===== src/rtl/mbus_pkg.sv =====
package mbus_pkg;
   typedef enum logic {
      BUS_SPLIT   = 1'b0,
      BUS_DIRLINE = 1'b1
   } bus_mode_e;

   localparam int SIG_AS  = 0;
   localparam int SIG_DS  = 1;
   localparam int SIG_RW  = 2;
   localparam int SIG_CS  = 3;
   localparam int NUM_SIG = 4;

   typedef struct packed {
      logic as_fall;
      logic ds_fall;
      logic ds_rise;
      logic rw_rise;
   } bus_edges_t;
endpackage


===== src/rtl/mbus_edge_sync.sv =====
module mbus_edge_sync #(
   parameter int WIDTH  = 4,
   parameter int STAGES = 2
) (
   input  logic             clk,
   input  logic             rst_n,
   input  logic [WIDTH-1:0] din,
   output logic [WIDTH-1:0] lvl,
   output logic [WIDTH-1:0] lvl_d,
   output logic             valid
);
   localparam int FILL  = STAGES + 1;
   localparam int CNT_W = $clog2(FILL + 1);

   if (STAGES < 2) begin : g_bad_stages
      $error("mbus_edge_sync: STAGES must be at least 2");
   end
   if (WIDTH < 1) begin : g_bad_width
      $error("mbus_edge_sync: WIDTH must be positive");
   end

   for (genvar b = 0; b < WIDTH; b++) begin : g_bit
      logic [STAGES-1:0] chain;
      always_ff @(posedge clk or negedge rst_n) begin
         if (!rst_n) chain <= '0;
         else        chain <= {chain[STAGES-2:0], din[b]};
      end
      assign lvl[b] = chain[STAGES-1];
   end

   always_ff @(posedge clk or negedge rst_n) begin
      if (!rst_n) lvl_d <= '0;
      else        lvl_d <= lvl;
   end

   logic [CNT_W-1:0] fill_cnt;
   always_ff @(posedge clk or negedge rst_n) begin
      if (!rst_n)                         fill_cnt <= '0;
      else if (fill_cnt != CNT_W'(FILL))  fill_cnt <= fill_cnt + 1'b1;
   end
   assign valid = (fill_cnt == CNT_W'(FILL));

   AST_VALID_STICKY: assert property (@(posedge clk) disable iff (!rst_n)
      valid |=> valid);
endmodule


===== src/rtl/mbus_delay_line.sv =====
module mbus_delay_line #(
   parameter int WIDTH  = 8,
   parameter int STAGES = 2
) (
   input  logic             clk,
   input  logic             rst_n,
   input  logic [WIDTH-1:0] din,
   output logic [WIDTH-1:0] dout
);
   if (STAGES < 1) begin : g_bad_stages
      $error("mbus_delay_line: STAGES must be at least 1");
   end

   logic [WIDTH-1:0] pipe [STAGES];

   for (genvar s = 0; s < STAGES; s++) begin : g_stage
      always_ff @(posedge clk or negedge rst_n) begin
         if (!rst_n)      pipe[s] <= '0;
         else if (s == 0) pipe[s] <= din;
         else             pipe[s] <= pipe[(s == 0) ? 0 : s-1];
      end
   end

   assign dout = pipe[STAGES-1];
endmodule


===== src/rtl/mbus_addr_latch.sv =====
module mbus_addr_latch #(
   parameter int ADDR_W = 8
) (
   input  logic              clk,
   input  logic              rst_n,
   input  logic              capture,
   input  logic [ADDR_W-1:0] din,
   output logic [ADDR_W-1:0] addr
);
   always_ff @(posedge clk or negedge rst_n) begin
      if (!rst_n)       addr <= '0;
      else if (capture) addr <= din;
   end

   AST_ADDR_HOLD: assert property (@(posedge clk) disable iff (!rst_n)
      !capture |=> $stable(addr));
endmodule


===== src/rtl/mbus_cycle_ctrl.sv =====
module mbus_cycle_ctrl
   import mbus_pkg::*;
#(
   parameter int DATA_W = 8
) (
   input  logic              clk,
   input  logic              rst_n,
   input  logic              mode_dir,
   input  logic              sel,
   input  logic              ds_lvl,
   input  logic              rw_lvl,
   input  bus_edges_t        edges,
   input  logic [DATA_W-1:0] data_in,
   output logic              wr_en,
   output logic [DATA_W-1:0] wdata,
   output logic              rd_en,
   output logic              oe_q
);
   bus_mode_e mode;
   logic      rd_start, wr_start, rd_strobe_on;

   assign mode = bus_mode_e'(mode_dir);

   always_comb begin
      if (mode == BUS_SPLIT) begin
         wr_start     = sel & edges.rw_rise;
         rd_start     = sel & edges.ds_fall & ~wr_start;
         rd_strobe_on = ~ds_lvl;
      end else begin
         wr_start     = sel & edges.ds_fall & ~rw_lvl;
         rd_start     = sel & edges.ds_rise & rw_lvl;
         rd_strobe_on = ds_lvl;
      end
   end

   always_ff @(posedge clk or negedge rst_n) begin
      if (!rst_n) begin
         wr_en <= 1'b0;
         rd_en <= 1'b0;
         wdata <= '0;
         oe_q  <= 1'b0;
      end else begin
         wr_en <= wr_start;
         rd_en <= rd_start;
         if (wr_start) wdata <= data_in;
         if (rd_start)                      oe_q <= 1'b1;
         else if (!sel || !rd_strobe_on)    oe_q <= 1'b0;
      end
   end

   AST_WR_SINGLE: assert property (@(posedge clk) disable iff (!rst_n)
      wr_en |=> !wr_en);
   AST_RD_SINGLE: assert property (@(posedge clk) disable iff (!rst_n)
      rd_en |=> !rd_en);
   AST_RD_WR_EXCL: assert property (@(posedge clk) disable iff (!rst_n)
      !(wr_en && rd_en));
   AST_RD_OPENS_OE: assert property (@(posedge clk) disable iff (!rst_n)
      rd_en |-> oe_q);
   AST_NO_SEL_NO_WR: assert property (@(posedge clk) disable iff (!rst_n)
      !sel |=> !wr_en && !rd_en);
endmodule


===== src/rtl/mbus_slave_if.sv =====
module mbus_slave_if
   import mbus_pkg::*;
#(
   parameter int DATA_W      = 8,
   parameter int ADDR_W      = 8,
   parameter int SYNC_STAGES = 2
) (
   input  logic              clk,
   input  logic              rst_n,
   input  logic              mode_dir,
   input  logic              cs_n,
   input  logic              as,
   input  logic              ds,
   input  logic              rw,
   input  logic [DATA_W-1:0] ad_in,
   output logic [DATA_W-1:0] ad_out,
   output logic              ad_oe,
   output logic [ADDR_W-1:0] reg_addr,
   output logic              reg_wr_en,
   output logic [DATA_W-1:0] reg_wdata,
   output logic              reg_rd_en,
   input  logic [DATA_W-1:0] reg_rdata
);
   if (ADDR_W > DATA_W) begin : g_bad_addr
      $error("mbus_slave_if: ADDR_W cannot exceed DATA_W");
   end

   logic [NUM_SIG-1:0] raw, lvl, lvl_d;
   logic               sync_ok, sel, oe_q;
   logic [DATA_W-1:0]  ad_d;
   bus_edges_t         edges;

   assign raw[SIG_AS] = as;
   assign raw[SIG_DS] = ds;
   assign raw[SIG_RW] = rw;
   assign raw[SIG_CS] = cs_n;

   mbus_edge_sync #(.WIDTH(NUM_SIG), .STAGES(SYNC_STAGES)) u_sync (
      .clk(clk), .rst_n(rst_n), .din(raw),
      .lvl(lvl), .lvl_d(lvl_d), .valid(sync_ok)
   );

   mbus_delay_line #(.WIDTH(DATA_W), .STAGES(SYNC_STAGES)) u_data (
      .clk(clk), .rst_n(rst_n), .din(ad_in), .dout(ad_d)
   );

   assign edges.as_fall = sync_ok &  lvl_d[SIG_AS] & ~lvl[SIG_AS];
   assign edges.ds_fall = sync_ok &  lvl_d[SIG_DS] & ~lvl[SIG_DS];
   assign edges.ds_rise = sync_ok & ~lvl_d[SIG_DS] &  lvl[SIG_DS];
   assign edges.rw_rise = sync_ok & ~lvl_d[SIG_RW] &  lvl[SIG_RW];
   assign sel           = ~lvl[SIG_CS] & ~lvl_d[SIG_CS];

   mbus_addr_latch #(.ADDR_W(ADDR_W)) u_addr (
      .clk(clk), .rst_n(rst_n), .capture(edges.as_fall),
      .din(ad_d[ADDR_W-1:0]), .addr(reg_addr)
   );

   mbus_cycle_ctrl #(.DATA_W(DATA_W)) u_ctrl (
      .clk(clk), .rst_n(rst_n), .mode_dir(mode_dir), .sel(sel),
      .ds_lvl(lvl[SIG_DS]), .rw_lvl(lvl[SIG_RW]), .edges(edges),
      .data_in(ad_d), .wr_en(reg_wr_en), .wdata(reg_wdata),
      .rd_en(reg_rd_en), .oe_q(oe_q)
   );

   assign ad_oe  = oe_q & rst_n & ~cs_n & (mode_dir ? ds : ~ds);
   assign ad_out = ad_oe ? reg_rdata : '0;

   AST_RESET_QUIET: assert property (@(posedge clk)
      !rst_n |-> !ad_oe && !reg_wr_en && !reg_rd_en);
   AST_ADDR_NEEDS_EDGE: assert property (@(posedge clk) disable iff (!rst_n)
      !edges.as_fall |=> $stable(reg_addr));
endmodule


===== config.mk =====
export PLATFORM = sky130hd
export DESIGN_NAME = mbus_slave_if
export DESIGN_NICKNAME = d
export VERILOG_FILES = /design/src/rtl/mbus_pkg.sv /design/src/rtl/mbus_edge_sync.sv /design/src/rtl/mbus_delay_line.sv /design/src/rtl/mbus_addr_latch.sv /design/src/rtl/mbus_cycle_ctrl.sv /design/src/rtl/mbus_slave_if.sv
export SDC_FILE = /design/constraint.sdc
export NUM_CORES = 1
export LEC_CHECK = 0
export ABC_CLOCK_PERIOD_IN_PS = 1600
export BUFFER_PORTS_ARGS = -buffer_cell sky130_fd_sc_hd__buf_2
export CAP_MARGIN = 15
export CORE_MARGIN = 2
export CORE_UTILIZATION = 49
export DETAILED_ROUTE_END_ITERATION = 12
export PLACE_DENSITY = 0.76
export SETUP_SLACK_MARGIN = 0.05
export SLEW_MARGIN = 25
export SYNTH_ARGS = -nofsm -noshare
export SYNTH_HDL_FRONTEND = slang
export SYNTH_SLANG_ARGS = --single-unit
export TNS_END_PERCENT = 100

===== constraint.sdc =====
create_clock -name clk -period 1.6 [get_ports clk]
set_input_delay 0.08 -clock clk [delete_from_list [all_inputs] [get_ports clk]]
set_output_delay 0.08 -clock clk [all_outputs]
set_load 0.02 [all_outputs]

==> results of run 1 <==
==> worst max-delay path: stages <==
cell and delay (ns):
dlygate4sd3_1 0.55, buf_2 0.15, nand2_2 0.10, nor3_4 0.24, and2_1 0.17, buf_4 0.14
==> registers in the layout, summed over array words and instances (netlist names) <==
signal and cells:
u_sync.fill_cnt 2, u_data.pipe 8, u_ctrl.wr_en 1, u_ctrl.oe_q 1
u_data.dout 8, u_ctrl.wdata 8, u_sync.g_bit.chain 8, u_sync.lvl_d 4
u_addr.addr 8, u_ctrl.rd_en 1
==> synth_stat cells, types with 2 or more instances <==
master | instances | area share [%]
mux2_2 | 17 | 12
and2_1 | 8 | 3.0
nand3b_1 | 2 | 0.91
dfrtp_1 | 49 | 74
nand2_1 | 2 | 0.45
==> report_power, final <==
group	switching [uW]	internal [uW]	total [uW]
sequential	61.3	1360	1420
combinational	230	183	413
clock	364	319	683
==> per-layer routing <==
| metal | wire, um | global-route usage (%) |
|---|---|---|
| met4 | 109 | 13.4 |
| met3 | 115 | 4.55 |
| met2 | 1750 | 30.2 |
| met1 | 1200 | 18.4 |
| met5 | 0 | 0 |
==> area by class of cell <==
cell class              instances  area, um2
clock inverters                 2       35.0
fillers                       237       1050
flip-flops and latches         49       1230
clock buffers                   5       37.5
inverters                       1       3.75
multi-input cells              47        448
well taps                      46       57.6
repair buffers                 66        424
==> kinds of logic (layout without fill, tap and decap cells) <==
kind of cell               Yosys count  in the layout  synth area share [%]
AOI/OAI and AO/OA                    5              5                  2.80
buffers and inverters                1             74                 0.227
adders and majority gates            1              1                 0.757
xor gates and xnor gates             2              2                  1.06
DFF                                 49             49                  74.2
muxes                               17             17                  11.6
and+or+nand+nor                     21             22                  9.39
==> through the flow <==
stage                     cell area, um2  instances  hold WS (ns)  power [uW]
final                               2230        216        0.0250        2520
after detailed placement            1970        193         0.189        1820
after floorplan                     1650         96        -0.216        1650
after CTS                           2190        214        0.0156        2520
after global routing                2230        216        0.0412        2620
after global placement              1970        193         0.187        1800
==> how the worst max path moves through the flow <==
stage                             startpoint              end
floorplan                 u_sync.fill_cnt[0]  u_ctrl.wdata[0]
global placement          u_sync.fill_cnt[0]  u_ctrl.wdata[2]
detailed placement  u_sync.g_bit[1].chain[1]  u_ctrl.wdata[7]
CTS                              u_ctrl.oe_q        ad_out[0]
global route                     u_ctrl.oe_q        ad_out[7]
finish                                 rst_n        ad_out[0]
==> repair_timing <==
item                                    4_1_cts  5_1_grt
resized for setup                             1        8
gates cloned                                  0        1
hold buffers                                 14        0
setup buffers                                 0        1
hold endpoints to repair                     62        0
pin swaps                                     0        4
endpoints found under the setup margin        8       16
==> summary.md, run 1 <==
| Metric | Value |
|---|---|
| Fin crit period | `approximately 1.5 ns` |
| Clk_lat worst skew | `approximately 0.36 ns` |
| Mapped Area | `approximately 0.0017 mm2` |
| Die height | `62.1 um` |
| Slew headroom | `about 60%` |
| Std-Cell Rows | `21` |
| Syn_area_per_cell | `17.2 um2` |
| Average wire per standard cell | `14.7 um` |
| Unrepaired setup endpoints after global routing | `yes` |
| Io pins | `50` |
| Net count after synthesis | `120` |
| Fin util | `about two thirds` |
| Via count | `about 1.0k` |
| Largest net degree at the start of global routing | `50` |
| Setup violators final | `0` |
| Commonest non-fill, non-tap cell in the layout | `dfrtp_1` |
| Final Slew Violations | `0` |
| Max VDD drop | `0.676 mV` |
| Global-route total usage across every layer | `between 10% and 20%` |
| Reg2Reg Depth | `4` |
| Pwr dens | `about 1100 mW/mm2` |
| Most used flip-flop cell after synthesis | `dfrtp_1` |
| CTS H-tree depth | `2` |
| Starting Density | `between 50% and 60%` |
| Hold_sp | `mode_dir` |
| Area grow syn2layout | `35.0%` |
| Routed Antenna Nets | `0` |
| Max capacitance violation total | `0` |
| CTS buffer count | `5` |
| Clock sink total | `49` |
| CTS tree | `done` |
| Endpoints failing hold | `0` |
| Most frequent cells in the layout | `dfrtp_1 (49), buf_2 (44), mux2_2 (17)` |
| R2r setup slk | `between 0.1 and 0.15 ns` |
| I/O Buffers | `49` |
| Iter 0 DRT Violations | `19` |
| Max Root-Sink Buffers | `2` |
| Cells on Worst Hold Path | `3` |
| Clk slew on worst S/H paths | `roughly 0.13 ns` |
| Number of global-route vias before repair | `between 1k and 1.5k` |
| RR Startpoint | `u_sync.fill_cnt[0]` |
| Required time of the critical path | `between 1.5 and 2 ns` |
| Pre-CTS WS | `between 0.07 and 0.08 ns` |
| Highest clock rate | `~660 MHz` |
| DIE WIDTH | `approximately 62 um` |
| Hold Path Sink | `u_ctrl.rd_en` |
| Sequential area share after synthesis | `74.2%` |
| HPWL Detailed | `2.05 mm` |
| TritonRoute pass-1 iters | `4` |
| Core area | `approximately 0.0033 mm2` |
| Initial antenna violation count | `0` |
| Crit start category | `input port` |
| Congestion Overflow GR | `0` |
| Mapped Cells | `96` |
| Root Buffer | `clkbuf_4` |
| # DRC | `0` |
| Final Skew | `about 0.0063 ns` |
| CP Max Fanout | `5` |
| Antenna Cells | `0` |
| Crit share post-route | `94.5%` |
| Setup ws final | `about 0.088 ns` |
| R2R Path End | `u_ctrl.wdata[7]` |
| First-pass GRT wire length | `between 4 and 5 mm` |
| Setup TNS | `0 ns` |
| Async set-reset flop share out of synthesis | `100%` |
| Status | `finished, final reports clean` |
| Drt via density | `approximately 4.8` |
| Worst Tran Pin Value | `0.598 ns` |
| Unique masters post-synth | `23` |
| Final wirelength | `between 3 and 4 mm` |
| Share of cells above drive strength 1 | `a little under half` |
| YS warnings | `0` |
| Worst hold path class | `input port to flip-flop` |
| Critical path arrival | `1.43 ns` |
| EDFF count, synth | `0` |
| Nets@finish | `~190` |
| #FFs+latches synth | `slightly below 50` |
| Die area | `between 0.003 and 0.004 mm2` |
| Routability cong. | `about 0.75` |
| P_leak | `0.00107 uW` |
| CP Class | `input port to output port` |
| Worst Setup End Kind | `output port` |
Power figures use the tool's default switching activity.
==> inputs of run 2 (changes only) <==
--- a/config.mk
+++ b/config.mk
@@ -5,13 +5,14 @@
 export SDC_FILE = /design/constraint.sdc
 export NUM_CORES = 1
 export LEC_CHECK = 0
-export ABC_CLOCK_PERIOD_IN_PS = 1600
+export ABC_CLOCK_PERIOD_IN_PS = 1250
 export BUFFER_PORTS_ARGS = -buffer_cell sky130_fd_sc_hd__buf_2
 export CAP_MARGIN = 15
 export CORE_MARGIN = 2
-export CORE_UTILIZATION = 49
+export CORE_UTILIZATION = 44
 export DETAILED_ROUTE_END_ITERATION = 12
-export PLACE_DENSITY = 0.76
+export PLACE_DENSITY = 0.72
+export REMOVE_ABC_BUFFERS = 1
 export SETUP_SLACK_MARGIN = 0.05
 export SLEW_MARGIN = 25
 export SYNTH_ARGS = -nofsm -noshare
==> constraint.sdc (replaced) <==
create_clock -name clk -period 1.25 [get_ports clk]
set_input_delay 0.0625 -clock clk [delete_from_list [all_inputs] [get_ports clk]]
set_output_delay 0.0625 -clock clk [all_outputs]
set_load 0.02 [all_outputs]
==> run 2 against run 1 <==
  * The run now ends with negative setup slack left
  * Sequential power rose by 28%
  * Largest cell class unchanged
  * Power is 31% higher
  * Utilization down 1.3 points
  * Clock skew rose by 0.0019 ns
  * Cell area grew 8.5%
  * Critical endpoint is now u_ctrl.wdata[7]
  * Final cell count rose by 5.6%
  * Sequential share of layout area fell by 4.3 points
==> summary.md, run 2 (synthesis gave the netlist of run 1 again) <==
| Metric | Value |
|---|---|
| Cell Chain, Critical Path | `and4bb_1 > o21ai_4 > mux2_2` |
| CTS buffer count | `5` |
| Share of power burned in registers | `between 50% and 60%` |
| Hold Path Sink | `u_ctrl.oe_q` |
| Largest net degree at the start of global routing | `50` |
| Routed Antenna Nets | `0` |
| Via count | `about 1.1k` |
| Starting Density | `45.5%` |
| CP Max Fanout | `9` |
| Average wire per standard cell | `~14 um` |
| Endpoints failing hold | `0` |
| Worst hold path class | `input port to flip-flop` |
| Internal power | `around 2400 uW` |
| Iter 0 DRT Violations | `26` |
| Final wirelength | `approximately 3.2 mm` |
| CP peak stage delay | `0.39 ns` |
| Clock sink total | `49` |
| CTS H-tree depth | `2` |
| Core area | `~0.0036 mm2` |
| Net Sw Frac | `between 20% and 30%` |
| Pwr dens | `1360 mW/mm2` |
| Setup TNS | `-2.37 ns` |
| Slew headroom | `approximately three fifths` |
| Fin crit period | `1.42 ns` |
| Final Skew | `approximately 0.0082 ns` |
| Max capacitance violation total | `0` |
| Crit start category | `flip-flop` |
| Die area | `0.00426 mm2` |
| Crit path max-delay family | `flip-flops` |
| R2r setup slk | `-0.17 ns` |
| Root Buffer | `clkbuf_8` |
| Clk slew on worst S/H paths | `0.09 ns` |
| Critical path's slowest cell | `dfrtp_1` |
| Logic pwr share | `17.8%` |
| Initial antenna violation count | `0` |
| P_leak | `between 0.001 and 0.0015 uW` |
| Crit share post-route | `114%` |
| Hold_sp | `mode_dir` |
| Routability cong. | `around 0.71` |
| Io pins | `50` |
| I/O Buffers | `slightly below 50` |
| Drt via density | `~4.7` |
| Highest clock rate | `roughly 700 MHz` |
| Std-Cell Rows | `22` |
| RR Startpoint | `u_sync.lvl_d[1]` |
| Final Slew Violations | `0` |
| Clk_lat worst skew | `roughly 0.29 ns` |
| Critical path arrival | `around 1.6 ns` |
| Unrepaired setup endpoints after global routing | `yes` |
| Die height | `roughly 65 um` |
| Nets@finish | `approximately 200` |
| HPWL Detailed | `around 2 mm` |
| Max VDD drop | `1.09 mV` |
| Cells on Worst Hold Path | `3` |
| Congestion Overflow GR | `0` |
| TritonRoute pass-1 iters | `4` |
| Antenna Cells | `0` |
| Clock share of power | `~27%` |
| Required time of the critical path | `approximately 1.4 ns` |
| Failing checks | `negative setup slack` |
| Reg2Reg Depth | `3` |
| CP Launch Point | `u_sync.lvl_d[1]` |
| Max Root-Sink Buffers | `2` |
| Status | `complete, but fails checks` |
| DIE WIDTH | `about 65 um` |
| Global-route total usage across every layer | `roughly 16%` |
| CP Class | `flip-flop to flip-flop` |
| First-pass GRT wire length | `slightly below 5 mm` |
| Design Area, Final | `between 0.002 and 0.0025 mm2` |
| Area grow syn2layout | `46.6%` |
| Area after DPL | `around 0.0020 mm2` |
| Total net switching power | `877 uW` |
| R2R Path End | `u_ctrl.wdata[7]` |
| Setup violators final | `25` |
| Setup ws final | `-0.173 ns` |
| # DRC | `0` |
| Most frequent cells in the layout | `dfrtp_1 (49), buf_2 (40), dlygate4sd3_1 (13), buf_4 (13), mux2_2 (9)` |
| Share of cells above drive strength 1 | `between 50% and 60%` |
| Buf/Inv on CP | `0` |
| Worst Tran Pin Value | `slightly below 0.6 ns` |
| Worst Setup End Kind | `flip-flop` |
| CTS tree | `done` |
| Commonest non-fill, non-tap cell in the layout | `dfrtp_1` |
| Number of global-route vias before repair | `~1.0k` |
run 2: worst reg2reg max path, stage by stage, from the launching register on:
cell and delay (ns):
dfrtp_1 0.39, and4bb_1 0.24, o21ai_4 0.30, mux2_2 0.38
run 2: layout make-up:
| cell class | instances | area, um2 |
|---|---|---|
| inverter | 1 | 3.75 |
| timing repair buffer | 75 | 538 |
| tap | 48 | 60.1 |
| clock inverter | 2 | 15.0 |
| sequential | 49 | 1230 |
| clock buffer | 6 | 72.6 |
| fill | 270 | 1210 |
| multi-input combinational | 47 | 507 |
run 2: through the flow:
step	power (uW)	hold slack, ns	worst slack [ns]	util [%]	cells
3_5_place_dp	2350	0.172	-0.211	56.3	203
6_report	3290	0.116	-0.173	66.7	228
4_1_cts	3320	0.102	-0.193	65.9	227
2_1_floorplan	2110	-0.233	-0.129	-	96
5_1_grt	3440	0.118	-0.237	66.7	228
3_3_place_gp	2330	0.170	-0.154	56.3	203
run 2: worst max-delay path by stage:
stage	endpoint	slack, ns	cells after the start
finish	u_ctrl.wdata[7]	-0.17	3
global route	u_ctrl.wdata[7]	-0.24	3
CTS	u_ctrl.wdata[7]	-0.19	3
detailed placement	u_ctrl.wdata[4]	-0.21	3
global placement	u_ctrl.wdata[2]	-0.15	3
floorplan	u_ctrl.wdata[0]	-0.13	4
run 2: power groups by stage:
stage,Sequential [uW],Clock [uW],Combinational [uW]
finish,1820,888,585
global route,1840,985,623
CTS,1820,920,586
detailed placement,1850,0,505
global placement,1840,0,490
floorplan,1970,0,135
run 2: layer usage:
layer  vias to the layer above  track usage (%)  routed length [um]
met4                         0             9.11                  87
li1                        494                -                   -
met5                         -                0                   0
met3                        11             4.45                 146
met2                        35             25.4                1690
met1                       531             19.2                1250
run 2: timing repair:
action	CTS	global route
pin swaps	8	6
cloned	1	0
setup endpoints to repair	27	28
gates resized for setup	29	8
endpoints found under the hold margin	61	0
buffers inserted	2	1
hold buffers	13	0
==> inputs of run 3 (changes only) <==
--- a/config.mk
+++ b/config.mk
@@ -8,7 +8,6 @@
 export ABC_CLOCK_PERIOD_IN_PS = 1250
 export BUFFER_PORTS_ARGS = -buffer_cell sky130_fd_sc_hd__buf_2
 export CAP_MARGIN = 15
-export CORE_MARGIN = 2
 export CORE_UTILIZATION = 44
 export DETAILED_ROUTE_END_ITERATION = 12
 export PLACE_DENSITY = 0.72
==> run 3 against run 2 <==
  * The flow still finishes with violations (negative setup slack)
  * Utilization up 5.7 points
  * Global-route usage increased by 2.2 points
  * Critical endpoint is now u_ctrl.wdata[6]
  * Routed wire length grew 6.8%
  * Critical path type unchanged
  * Via count rose by 0.93%
  * First-iteration DRC count increased by 19%
==> summary.md, run 3 (synthesis gave the netlist of run 1 again) <==
| Metric | Value |
|---|---|
| Status | `complete, but fails checks` |
| Failing checks | `negative setup slack` |
| R2r setup slk | `-0.19 ns` |
| Std-Cell Rows | `21` |
| Drt via density | `roughly 4.7` |
| Initial antenna violation count | `0` |
| Clk_lat worst skew | `between 0.2 and 0.3 ns` |
| P_leak | `approximately 0.0012 uW` |
| Setup TNS | `-3.30 ns` |
| CTS tree | `done` |
| Final Slew Violations | `0` |
| Crit start category | `flip-flop` |
| Antenna Cells | `0` |
| Share of cells above drive strength 1 | `approximately three fifths` |
| Root Buffer | `clkbuf_8` |
| Worst Tran Pin Value | `0.578 ns` |
| Via count | `1081` |
| Max capacitance violation total | `0` |
| Slew headroom | `between 60% and 70%` |
| CTS buffer count | `5` |
| Starting Density | `between 40% and 50%` |
| # DRC | `0` |
| Hold Path Sink | `u_ctrl.oe_q` |
| Max VDD drop | `approximately 0.94 mV` |
| Unrepaired setup endpoints after global routing | `yes` |
| Nets@finish | `between 200 and 250` |
| Routability cong. | `between 0.7 and 0.8` |
| Io pins | `50` |
| Die height | `~63 um` |
| Setup ws final | `-0.192 ns` |
| Average wire per standard cell | `between 10 and 15 um` |
| Area occupied by registers | `about 0.0012 mm2` |
| Area of the multi-input gates | `just over 500 um2` |
| CTS H-tree depth | `2` |
| Setup violators final | `25` |
| I/O Buffers | `49` |
| DIE WIDTH | `63.3 um` |
| Largest net degree at the start of global routing | `50` |
| Clk slew on worst S/H paths | `roughly 0.09 ns` |
| CP Max Fanout | `9` |
| Final Skew | `0.00538 ns` |
| Global-route total usage across every layer | `about 18%` |
| Die area | `~0.004 mm2` |
| Reg2Reg Depth | `5` |
| R2R Path End | `u_ctrl.wdata[6]` |
| Critical path arrival | `between 1.5 and 2 ns` |
| Iter 0 DRT Violations | `31` |
| Crit share post-route | `115%` |
| Fillers | `235` |
| Congestion Overflow GR | `0` |
| Routed Antenna Nets | `0` |
| Area grow syn2layout | `51.8%` |
| First-pass GRT wire length | `5.38 mm` |
| Commonest non-fill, non-tap cell in the layout | `dfrtp_1` |
| HPWL Detailed | `approximately 2.1 mm` |
| Cells on Worst Hold Path | `3` |
| Fin crit period | `between 1 and 1.5 ns` |
| Endpoints failing hold | `0` |
| RR Startpoint | `u_sync.fill_cnt[1]` |
| Final wirelength | `between 3 and 4 mm` |
| Hold_sp | `mode_dir` |
| Worst hold path class | `input port to flip-flop` |
| Clock sink total | `between 40 and 50` |
| Most frequent cells in the layout | `dfrtp_1 (49), buf_2 (40), buf_6 (14)` |
| CP Class | `flip-flop to flip-flop` |
| Pre-CTS WS | `-0.182 ns` |
| Max Root-Sink Buffers | `2` |
| TritonRoute pass-1 iters | `4` |
| Number of global-route vias before repair | `1115` |
| Highest clock rate | `between 600 and 700 MHz` |
| Worst Setup End Kind | `flip-flop` |
| Pwr dens | `~1300 mW/mm2` |
| Required time of the critical path | `1.43 ns` |
| Core area | `about 0.0035 mm2` |
## run 3: critical path, stage by stage (launching register included)
cell and delay [ns]:
dfrtp_1 0.37, ha_2 0.20, nor3b_4 0.24, o21ai_4 0.09, buf_12 0.15, mux2_2 0.27
## run 3: what timing repair did
item                                    in CTS  in global routing
pin swaps                                    9                  8
gates cloned                                 1                  0
gates resized for setup                     34                 12
endpoints found under the setup margin      26                 29
hold buffers                                13                  0
setup buffers                                3                  3
hold endpoints to repair                    61                  0
## run 3: area by class of cell
type | instances | share of cell area (%)
clock buffer | 6 | 3.29
sequential | 49 | 48.9
inverter | 1 | 0.150
multi-input combinational | 47 | 20.5
tap | 46 | 2.29
clock inverter | 2 | 0.698
timing repair buffer | 81 | 24.1
## run 3: worst max path at each step
stage                             from              end  slack [ns]  depth (start not counted)
finish              u_sync.fill_cnt[1]  u_ctrl.wdata[6]       -0.19                          5
global route        u_sync.fill_cnt[0]  u_ctrl.wdata[5]       -0.27                          5
CTS                 u_sync.fill_cnt[1]  u_ctrl.wdata[6]       -0.19                          5
detailed placement  u_sync.fill_cnt[0]   u_addr.addr[6]       -0.18                          5
global placement    u_sync.fill_cnt[0]  u_ctrl.wdata[7]       -0.14                          5
floorplan           u_sync.fill_cnt[0]  u_ctrl.wdata[0]       -0.13                          4
## run 3: where the power goes
| part | switching, uW | internal [uW] |
|---|---|---|
| Combinational | 311 | 286 |
| Clock | 510 | 459 |
| Sequential | 79.6 | 1740 |
## run 3: layer usage
metal	track usage, %	wire, um
met2	30.6	1850
met5	0	0
met3	4.89	108
met4	4.26	13
met1	22.9	1430
## run 3: metrics by stage
stage               area [um2]  cells  hold WS (ns)  util (%)  total power, uW
finish                    2510    232         0.130      72.3             3380
global route              2510    232         0.131      72.3             3540
CTS                       2450    229         0.113      70.6             3410
detailed placement        2070    204         0.172      59.6             2350
global placement          2070    204         0.170      59.6             2330
floorplan                 1650     96        -0.233         -             2110
